===== src/rtl/rpa_pkg.sv =====
package rpa_pkg;
   localparam int unsigned RPA_NCH   = 4;
   localparam int unsigned RPA_RW    = 3;
   localparam int unsigned RPA_STAGES = 3;

   function automatic bit rpa_is_pow2(input int unsigned m);
      return (m != 0) && ((m & (m - 1)) == 0);
   endfunction
endpackage


===== src/rtl/rpa_modmul.sv =====
module rpa_modmul #(
   parameter int unsigned M  = 5,
   parameter int unsigned RW = 3
) (
   input  logic [RW-1:0] a,
   input  logic [RW-1:0] b,
   output logic [RW-1:0] p
);
   localparam int unsigned PW = 2 * RW;
   localparam logic [PW-1:0] MASK = PW'(M - 1);
   localparam logic [PW-1:0] MODV = PW'(M);

   logic [PW-1:0] prod;
   assign prod = PW'(a) * PW'(b);

   generate
      if (rpa_pkg::rpa_is_pow2(M)) begin : g_mask
         assign p = RW'(prod & MASK);
      end else begin : g_rem
         assign p = RW'(prod % MODV);
      end
   endgenerate
endmodule


===== src/rtl/rpa_lane.sv =====
module rpa_lane #(
   parameter int unsigned M            = 5,
   parameter int unsigned RW           = 3,
   parameter int unsigned CA           = 0,
   parameter int unsigned CB           = 0,
   parameter int unsigned CC           = 0,
   parameter int unsigned CD           = 0,
   parameter int unsigned CE           = 0,
   parameter bit          QUAD_FROM_SQ = 1'b1
) (
   input  logic          clk,
   input  logic [RW-1:0] x,
   output logic [RW-1:0] y
);
   localparam int unsigned SW = RW + 3;
   localparam logic [RW-1:0] KA = RW'(CA);
   localparam logic [RW-1:0] KB = RW'(CB);
   localparam logic [RW-1:0] KC = RW'(CC);
   localparam logic [RW-1:0] KD = RW'(CD);
   localparam logic [RW-1:0] KE = RW'(CE);
   localparam logic [SW-1:0] MODS = SW'(M);

   generate
      if (CA >= M || CB >= M || CC >= M || CD >= M || CE >= M) begin : g_bad_coef
         $error("rpa_lane: coefficient residue not below modulus");
      end
   endgenerate

   // stage 1: powers of x
   logic [RW-1:0] sq, cu, qu;
   rpa_modmul #(.M(M), .RW(RW)) u_sq (.a(x),  .b(x), .p(sq));
   rpa_modmul #(.M(M), .RW(RW)) u_cu (.a(sq), .b(x), .p(cu));
   generate
      if (QUAD_FROM_SQ) begin : g_quad_sq
         rpa_modmul #(.M(M), .RW(RW)) u_qu (.a(sq), .b(sq), .p(qu));
      end else begin : g_quad_chain
         rpa_modmul #(.M(M), .RW(RW)) u_qu (.a(cu), .b(x), .p(qu));
      end
   endgenerate

   logic [RW-1:0] p1_q, p2_q, p3_q, p4_q;
   always_ff @(posedge clk) begin
      p1_q <= x;
      p2_q <= sq;
      p3_q <= cu;
      p4_q <= qu;
   end

   // stage 2: coefficient products
   logic [RW-1:0] td, tc, tb, ta;
   rpa_modmul #(.M(M), .RW(RW)) u_td (.a(p1_q), .b(KD), .p(td));
   rpa_modmul #(.M(M), .RW(RW)) u_tc (.a(p2_q), .b(KC), .p(tc));
   rpa_modmul #(.M(M), .RW(RW)) u_tb (.a(p3_q), .b(KB), .p(tb));
   rpa_modmul #(.M(M), .RW(RW)) u_ta (.a(p4_q), .b(KA), .p(ta));

   logic [RW-1:0] td_q, tc_q, tb_q, ta_q;
   always_ff @(posedge clk) begin
      td_q <= td;
      tc_q <= tc;
      tb_q <= tb;
      ta_q <= ta;
   end

   // stage 3: modular sum with constant term
   logic [SW-1:0] acc;
   assign acc = SW'(td_q) + SW'(tc_q) + SW'(tb_q) + SW'(ta_q) + SW'(KE);

   always_ff @(posedge clk) begin
      y <= RW'(acc % MODS);
   end
endmodule


===== src/rtl/respoly_act.sv =====
module respoly_act #(
   parameter int unsigned NCH = rpa_pkg::RPA_NCH,
   parameter int unsigned RW  = rpa_pkg::RPA_RW,
   parameter int unsigned MODS   [NCH] = '{2, 3, 5, 7},
   parameter int unsigned COEF_A [NCH] = '{1, 0, 3, 3},
   parameter int unsigned COEF_B [NCH] = '{0, 0, 1, 6},
   parameter int unsigned COEF_C [NCH] = '{0, 2, 2, 2},
   parameter int unsigned COEF_D [NCH] = '{1, 2, 0, 5},
   parameter int unsigned COEF_E [NCH] = '{0, 1, 4, 4},
   parameter bit          QUAD_FROM_SQ = 1'b1
) (
   input  logic              clk,
   input  logic              rst_n,
   input  logic              in_vld,
   input  logic [NCH*RW-1:0] in_res,
   output logic              out_vld,
   output logic [NCH*RW-1:0] out_res
);
   localparam int unsigned DEPTH = rpa_pkg::RPA_STAGES;

   generate
      if (NCH < 1 || RW < 1) begin : g_bad_shape
         $error("respoly_act: channel count and digit width must be positive");
      end
   endgenerate

   // valid pipeline, one bit per stage
   logic [DEPTH-1:0] vpipe;
   always_ff @(posedge clk) begin
      if (!rst_n) vpipe <= '0;
      else        vpipe <= {vpipe[DEPTH-2:0], in_vld};
   end
   assign out_vld = vpipe[DEPTH-1];

   // valid latency in both directions
   a_r4_vld_fwd: assert property (@(posedge clk) disable iff (!rst_n)
      in_vld |=> ##2 out_vld);
   a_r4_vld_back: assert property (@(posedge clk) disable iff (!rst_n)
      out_vld |-> $past(in_vld, 3));

   for (genvar g = 0; g < NCH; g++) begin : g_ch
      if (MODS[g] < 2 || MODS[g] > (1 << RW)) begin : g_bad_mod
         $error("respoly_act: modulus does not fit the digit width");
      end

      rpa_lane #(
         .M(MODS[g]), .RW(RW),
         .CA(COEF_A[g]), .CB(COEF_B[g]), .CC(COEF_C[g]),
         .CD(COEF_D[g]), .CE(COEF_E[g]),
         .QUAD_FROM_SQ(QUAD_FROM_SQ)
      ) u_lane (
         .clk(clk),
         .x  (in_res[g*RW +: RW]),
         .y  (out_res[g*RW +: RW])
      );

      localparam logic [RW-1:0] K_E   = RW'(COEF_E[g]);
      localparam logic [RW-1:0] K_SUM = RW'((COEF_A[g] + COEF_B[g] + COEF_C[g]
                                             + COEF_D[g] + COEF_E[g]) % MODS[g]);
      localparam logic [RW-1:0] K_MOD = RW'(MODS[g] - 1);

      // digit range
      a_r2_digit_range: assert property (@(posedge clk) disable iff (!rst_n)
         out_vld |-> (out_res[g*RW +: RW] <= K_MOD));
      // zero operand gives constant term
      a_r6_zero_const: assert property (@(posedge clk) disable iff (!rst_n)
         (out_vld && $past(in_res[g*RW +: RW] == '0, 3)) |-> (out_res[g*RW +: RW] == K_E));
      // unit operand gives coefficient sum
      a_r6_one_sum: assert property (@(posedge clk) disable iff (!rst_n)
         (out_vld && $past(in_res[g*RW +: RW] == RW'(1), 3)) |-> (out_res[g*RW +: RW] == K_SUM));
   end
endmodule


===== config.mk =====
export PLATFORM = sky130hd
export DESIGN_NAME = respoly_act
export DESIGN_NICKNAME = d
export VERILOG_FILES = /design/src/rtl/rpa_pkg.sv /design/src/rtl/rpa_modmul.sv /design/src/rtl/rpa_lane.sv /design/src/rtl/respoly_act.sv
export SDC_FILE = /design/constraint.sdc
export NUM_CORES = 1
export LEC_CHECK = 0
export BUFFER_PORTS_ARGS = -buffer_cell sky130_fd_sc_hd__buf_2
export CAP_MARGIN = 20
export CORE_AREA = 2 2 108 110
export DETAILED_ROUTE_END_ITERATION = 10
export DIE_AREA = 0 0 110 112
export GPL_ROUTABILITY_DRIVEN = 0
export HOLD_SLACK_MARGIN = 0.12
export PLACE_DENSITY_LB_ADDON = 0.05
export SKIP_CTS_REPAIR_TIMING = 1
export SYNTH_ARGS = -nofsm -noshare
export SYNTH_HDL_FRONTEND = slang
export SYNTH_SLANG_ARGS = --single-unit
export TNS_END_PERCENT = 20

===== constraint.sdc =====
create_clock -name clk -period 8.35 [get_ports clk]
set_input_delay 0.4175 -clock clk [delete_from_list [all_inputs] [get_ports clk]]
set_output_delay 0.4175 -clock clk [all_outputs]
set_load 0.005 [all_outputs]

# ---- After elaboration in Yosys (flattened, before gate mapping)
# Cells that the tools add are included.
dict set report totals {
  reg_bits 71
  latchBits 0
  mem_bits_rw 0
  mem_bits_ro 0
  input_bits 15
  out_inout_bits 13
  wordCells 69
  n_memories 0
}
dict set report classes {
  add_sub_neg 10
  mul 13
  div_mod_pow 19
  order_cmp 0
  eq_ne 0
  n_shift 0
  mux 0
  bitwise_logic 0
  reduce_logical 0
}
# cell count
set op_table {}
lappend op_table {{remainder unit 6 x 3 -> 6 bit, second input constant} 12}
lappend op_table {{multiplier 3 x 3 -> 6 bit} 7}
lappend op_table {{adder 6 x 3 -> 6 bit} 3}
lappend op_table {{multiplier 3 x 2 -> 5 bit, second input constant} 3}
lappend op_table {{adder 3 x 3 -> 4 bit} 3}
lappend op_table {{adder 6 x 3 -> 6 bit, second input constant} 2}
lappend op_table {{remainder unit 4 x 2 -> 6 bit, second input constant} 2}
lappend op_table {{remainder unit 4 x 3 -> 6 bit, second input constant} 2}
lappend op_table {{remainder unit 6 x 2 -> 6 bit, second input constant} 2}
lappend op_table {{adder 6 x 1 -> 6 bit, second input constant} 1}
lappend op_table {{remainder unit 3 x 3 -> 6 bit, second input constant} 1}
lappend op_table {{multiplier 3 x 3 -> 6 bit, second input constant} 1}
lappend op_table {{multiplier 3 x 3 -> 1 bit} 1}
lappend op_table {{adder 1 bit} 1}
lappend op_table {{multiplier 1 x 1 -> 1 bit} 1}

# ---- Longest topological paths before layout
dict set report depth {
  depth_word 5
  depth_mapped 35
  ltp_nobuf 32
}

# ---- Cells and area by module
# Synthesis repeated with hierarchy kept, for this count alone.
dict set report hier_totals {
  cells_unflattened 2209
  hier_area_um2 18441.4
}
# mod instances cells_per_inst area_each_um2 seq_area_each_um2
set modules_own_cells {}
lappend modules_own_cells {{rpa_modmul at g_ch[1].u_lane.g_quad_sq.u_qu ...} 6 73 600.6 0.0}
lappend modules_own_cells {{rpa_modmul at g_ch[3].u_lane.u_cu ...} 5 88 680.7 0.0}
lappend modules_own_cells {{rpa_modmul at g_ch[2].u_lane.u_cu ...} 3 92 698.2 0.0}
lappend modules_own_cells {{rpa_modmul at g_ch[2].u_lane.g_quad_sq.u_qu ...} 3 95 695.7 0.0}
lappend modules_own_cells {{rpa_lane at g_ch[3].u_lane} 1 122 1353.8 540.5}
lappend modules_own_cells {{rpa_lane at g_ch[2].u_lane} 1 127 1310.0 540.5}
lappend modules_own_cells {{rpa_lane at g_ch[1].u_lane} 1 101 1124.8 540.5}
lappend modules_own_cells {{rpa_modmul at g_ch[3].u_lane.u_td} 1 96 765.7 0.0}
lappend modules_own_cells {{rpa_modmul at g_ch[1].u_lane.u_td} 1 93 755.7 0.0}
lappend modules_own_cells {{rpa_modmul at g_ch[3].u_lane.g_quad_sq.u_qu} 1 88 700.7 0.0}
lappend modules_own_cells {{rpa_modmul at g_ch[2].u_lane.u_tb} 1 85 599.3 0.0}
lappend modules_own_cells {{rpa_lane at g_ch[0].u_lane} 1 24 389.1 340.3}
lappend modules_own_cells {{rpa_modmul at g_ch[0].u_lane.g_quad_sq.u_qu ...} 7 4 25.0 0.0}
lappend modules_own_cells {respoly_act 1 6 78.8 60.1}

# ---- Least setup slack after synthesis
# Ideal clock, no wire load.
dict set report synth_timing {
  path_kind {input -> register}
  startpoint {input port in_res[9]}
  endpoint {register g_ch[3].u_lane.p3_q[1]}
  setup_time_ps 121
  arrival_ps 6264
  required_ps 8229
  path_slack_ps 1965
  path_stages 33
  n_path_buf 4
  path_cell_list {clkbuf_1 > and2_1 > ha_1 > buf_6 > xnor2_1 > ha_1 > nand3_1 > xnor2_1 > ha_1 > clkbuf_1 > nor2b_1 > o21ai_0 > o21ai_0 > nor2_1 > ha_1 > inv_1 > nand2_1 > fa_1 > inv_1 > ha_1 > inv_1 > fa_1 > clkbuf_1 > nor2_1 > nand2_1 > a31oi_1 > ha_1 > o21ai_0 > nand3_1 > xor2_1 > ha_1 > a21oi_1 > mux2_2}
}
dict set report synth_via {
  elab_chain_cells 4
}
# element line_no
set synth_lines {}
lappend synth_lines {{from (decl)} respoly_act.sv:15} ;# input logic [NCH*RW-1:0] in_res,
lappend synth_lines {{multiplier 3 x 3 -> 6 bit} rpa_modmul.sv:14} ;# assign prod = PW'(a) * PW'(b);
lappend synth_lines {{remainder unit 6 x 3 -> 6 bit} rpa_modmul.sv:20} ;# assign p = RW'(prod % MODV);
lappend synth_lines {{net g_ch[3].u_lane.g_quad_sq.u_qu.a[0]} rpa_modmul.sv:5} ;# input logic [RW-1:0] a,
lappend synth_lines {{multiplier 3 x 3 -> 6 bit} rpa_modmul.sv:14}
lappend synth_lines {{remainder unit 6 x 3 -> 6 bit} rpa_modmul.sv:20}
lappend synth_lines {{net g_ch[3].u_lane.cu[1]} rpa_lane.sv:30} ;# logic [RW-1:0] sq, cu, qu;
lappend synth_lines {{to (signal assigned)} rpa_lane.sv:45} ;# p3_q <= cu;
lappend synth_lines {{to (decl)} rpa_lane.sv:41} ;# logic [RW-1:0] p1_q, p2_q, p3_q, p4_q;
# The timed path passes the listed nets, and every way through them passes these cells.
# A chain may end at the register's enable or synchronous reset.

# ---- Worst setup path in the final report
dict set report layout_timing {
  startpoint {input port in_res[11]}
  endpoint {register g_ch[3].u_lane.p3_q[1]}
}
# Same word-level chain as after synthesis.

==> reports/metrics.csv <==
metric;value;unit
remaining_drc_errors;0;
fp.dieW;110;µm
period_needed;6790;ps
arrival;7000;ps
final-hold-violation-count;0;
synth_top_area_cell;ha_1;
wl;12700;µm
regArea;1320;µm²
cts_sinks;66;
die_h;112;µm
synth-edff-count;0;
avgSynthCellArea;8.14;µm²
ios;28;
drive_gt1_share;7.44;%
netlist_top_cells_area;ha_1 19%, dfxtp_1 19%, inv_1 5.0%, fa_1 4.6%, o21ai_0 4.3%;
worst_skew_pair.late_latency;320;ps
synth_area;6940;µm²
crit_path_top_delay_cell;fa_1;
hpwl;10000;µm
critical_path.max_stage_delay;490;ps
rsz0062_at_grt;no;
ys_seq_area_share;19.0;%
grt_pass1_wl;22000;µm
async_flop_share;0;%
vias;5820;
status;finished clean;
timing.final.crit_share;81.3;%
wl_per_cell;12.5;µm
synth.most_common_cell;ha_1;
synth_ff_type;dfxtp_1;
antenna_found_initial;0;
path_clk_slew;50;ps
cts-root-buf;clkbuf_16;
synth_top_family_by_area;adder cells;
fill_cells;905;
firstDrtPassIters;5;
critical_path_required;8560;ps
htreeDepth;3;
fin_nets;1007;
netlist_instances;853;
slew_violations;0;
io_buffers;21;
max_freq;147;MHz
cpMostUsedCell;ha_1;
rows;39;
cts_tree;done;
skew;2.72;ps
path_max_fanout;21;
cts_buffer_depth;2;
diodes;0;
max-slew-margin-rel;53.5;%
fin_tns_setup;0;ps
grt_max_degree;23;
ys_types;80;
setup_viol;0;
drt_iter0_drc;272;
cts_buffers;9;
worstMarginPinSlew;690;ps
core;11200;µm²
synth_common_cells;107 x ha_1, 92 x inv_1, 71 x nand2_1, 66 x dfxtp_1, 60 x o21ai_0;
grt_use_total;21.2;%
yosysTopAreaCellShare;19.3;%
setup_ws;1560;ps
startpoint_type;primary input;
grt_pass1_vias;5488;
place_ws;1320;ps
timing.max_cap.violations;0;
multi_input_area;5170;µm²
critPathKind;in -> reg;
synth_compound_area_share;20.5;%
die-area;12300;µm²
yosys_warnings;0;
r2r_slack;2730;ps
yosys.area_share.xor_xnor;5.91;%
synthMuxAreaShare;3.97;%
yosys.area_share.simple;19.2;%
grt.overflow.total;0;
min_path_type;in -> reg;
ys_ff_latch;66;
initial_utilization;62.1;%
cp-end-kind;register;
viasPerCell;5.72;
synth-adder-area-share;24.5;%
area_delta_synth_final;7.46;%
postRouteAntennaNets;0;
-- flip-flops by register name (all words and copies together), names as in the netlist --
name,flops
vpipe,3
g_ch.u_lane.ta_q,6
g_ch.u_lane.p3_q,6
g_ch.u_lane.tc_q,9
g_ch.u_lane.y,9
g_ch.u_lane.p1_q,6
g_ch.u_lane.td_q,6
g_ch.u_lane.p2_q,9
g_ch.u_lane.tb_q,6
g_ch.u_lane.p4_q,6
-- worst paths after layout --
path	startpoint	to	depth (start not counted)
worst max-delay path	in_res[11]	g_ch[3].u_lane.p3_q[1]$_DFF_P_	33
worst min-delay path	in_res[5]	g_ch[1].u_lane.p1_q[2]$_DFF_P_	1
worst max register to register	g_ch[2].u_lane.tc_q[0]$_DFF_P_	g_ch[2].u_lane.y[1]$_DFF_P_	23
worst min register to register	vpipe[0]$_SDFF_PN0_	vpipe[1]$_SDFF_PN0_	1
-- layer usage --
metal	part of all wire [%]	track usage, %
met1	44	23.6
met2	52	39.8
met4	1.3	6.67
met3	2.6	3.86
met5	0	0
-- final cells by class --
type	count	share of cell area (%)
inverters	92	4.63
clock buffers	10	3.07
clock inverters	6	1.21
flip-flops and latches	66	17.7
multi-input cells	677	69.4
well taps	143	2.40
repair buffers	23	1.61
-- logic make-up after synthesis --
family,Yosys count
AO/OA/AOI/OAI,213
XOR/XNOR,46
adder cells (fa/ha/maj),127
buffers and inverters,117
flip-flops,66
multiplexers,26
other,2
AND/OR/NAND/NOR,256
-- per-stage QoR --
step                util (%)  instance area (µm²)  hold WS (ps)  instances
finish                  66.7                 7460           272       1017
global route            66.7                 7460           269       1017
CTS                     66.7                 7460           259       1017
detailed placement      63.9                 7140           422       1001
global placement        63.9                 7140           420       1001
floorplan                  -                 6970           406        860
-- critical path: cells and delay by family --
family,cells,cell delay (ps)
adders and majority gates,9,2860
AOI/OAI and AO/OA,5,800
muxes,1,360
xor gates and xnor gates,4,830
and+or+nand+nor,9,1050
buffers and inverters,5,660
-- placed cells by master (no fill, tap or decap), types with 9 or more instances in the layout --
master	count
inv_1	92
a31oi_1	10
nand2_1	71
o21ai_0	60
xor2_1	16
conb_1	9
a21oi_1	39
a21o_1	18
nor3_1	15
nand2b_1	10
xnor2_1	29
nand3_1	23
mux2i_1	14
nor2b_1	20
fa_1	16
ha_1	107
and2_1	22
mux2_2	10
clkbuf_16	9
dfxtp_1	66
nor2_1	46
buf_2	21
o211ai_1	9
Power is not shown: default switching activity piles up to over one toggle a cycle in this logic, so the estimate is an artifact.
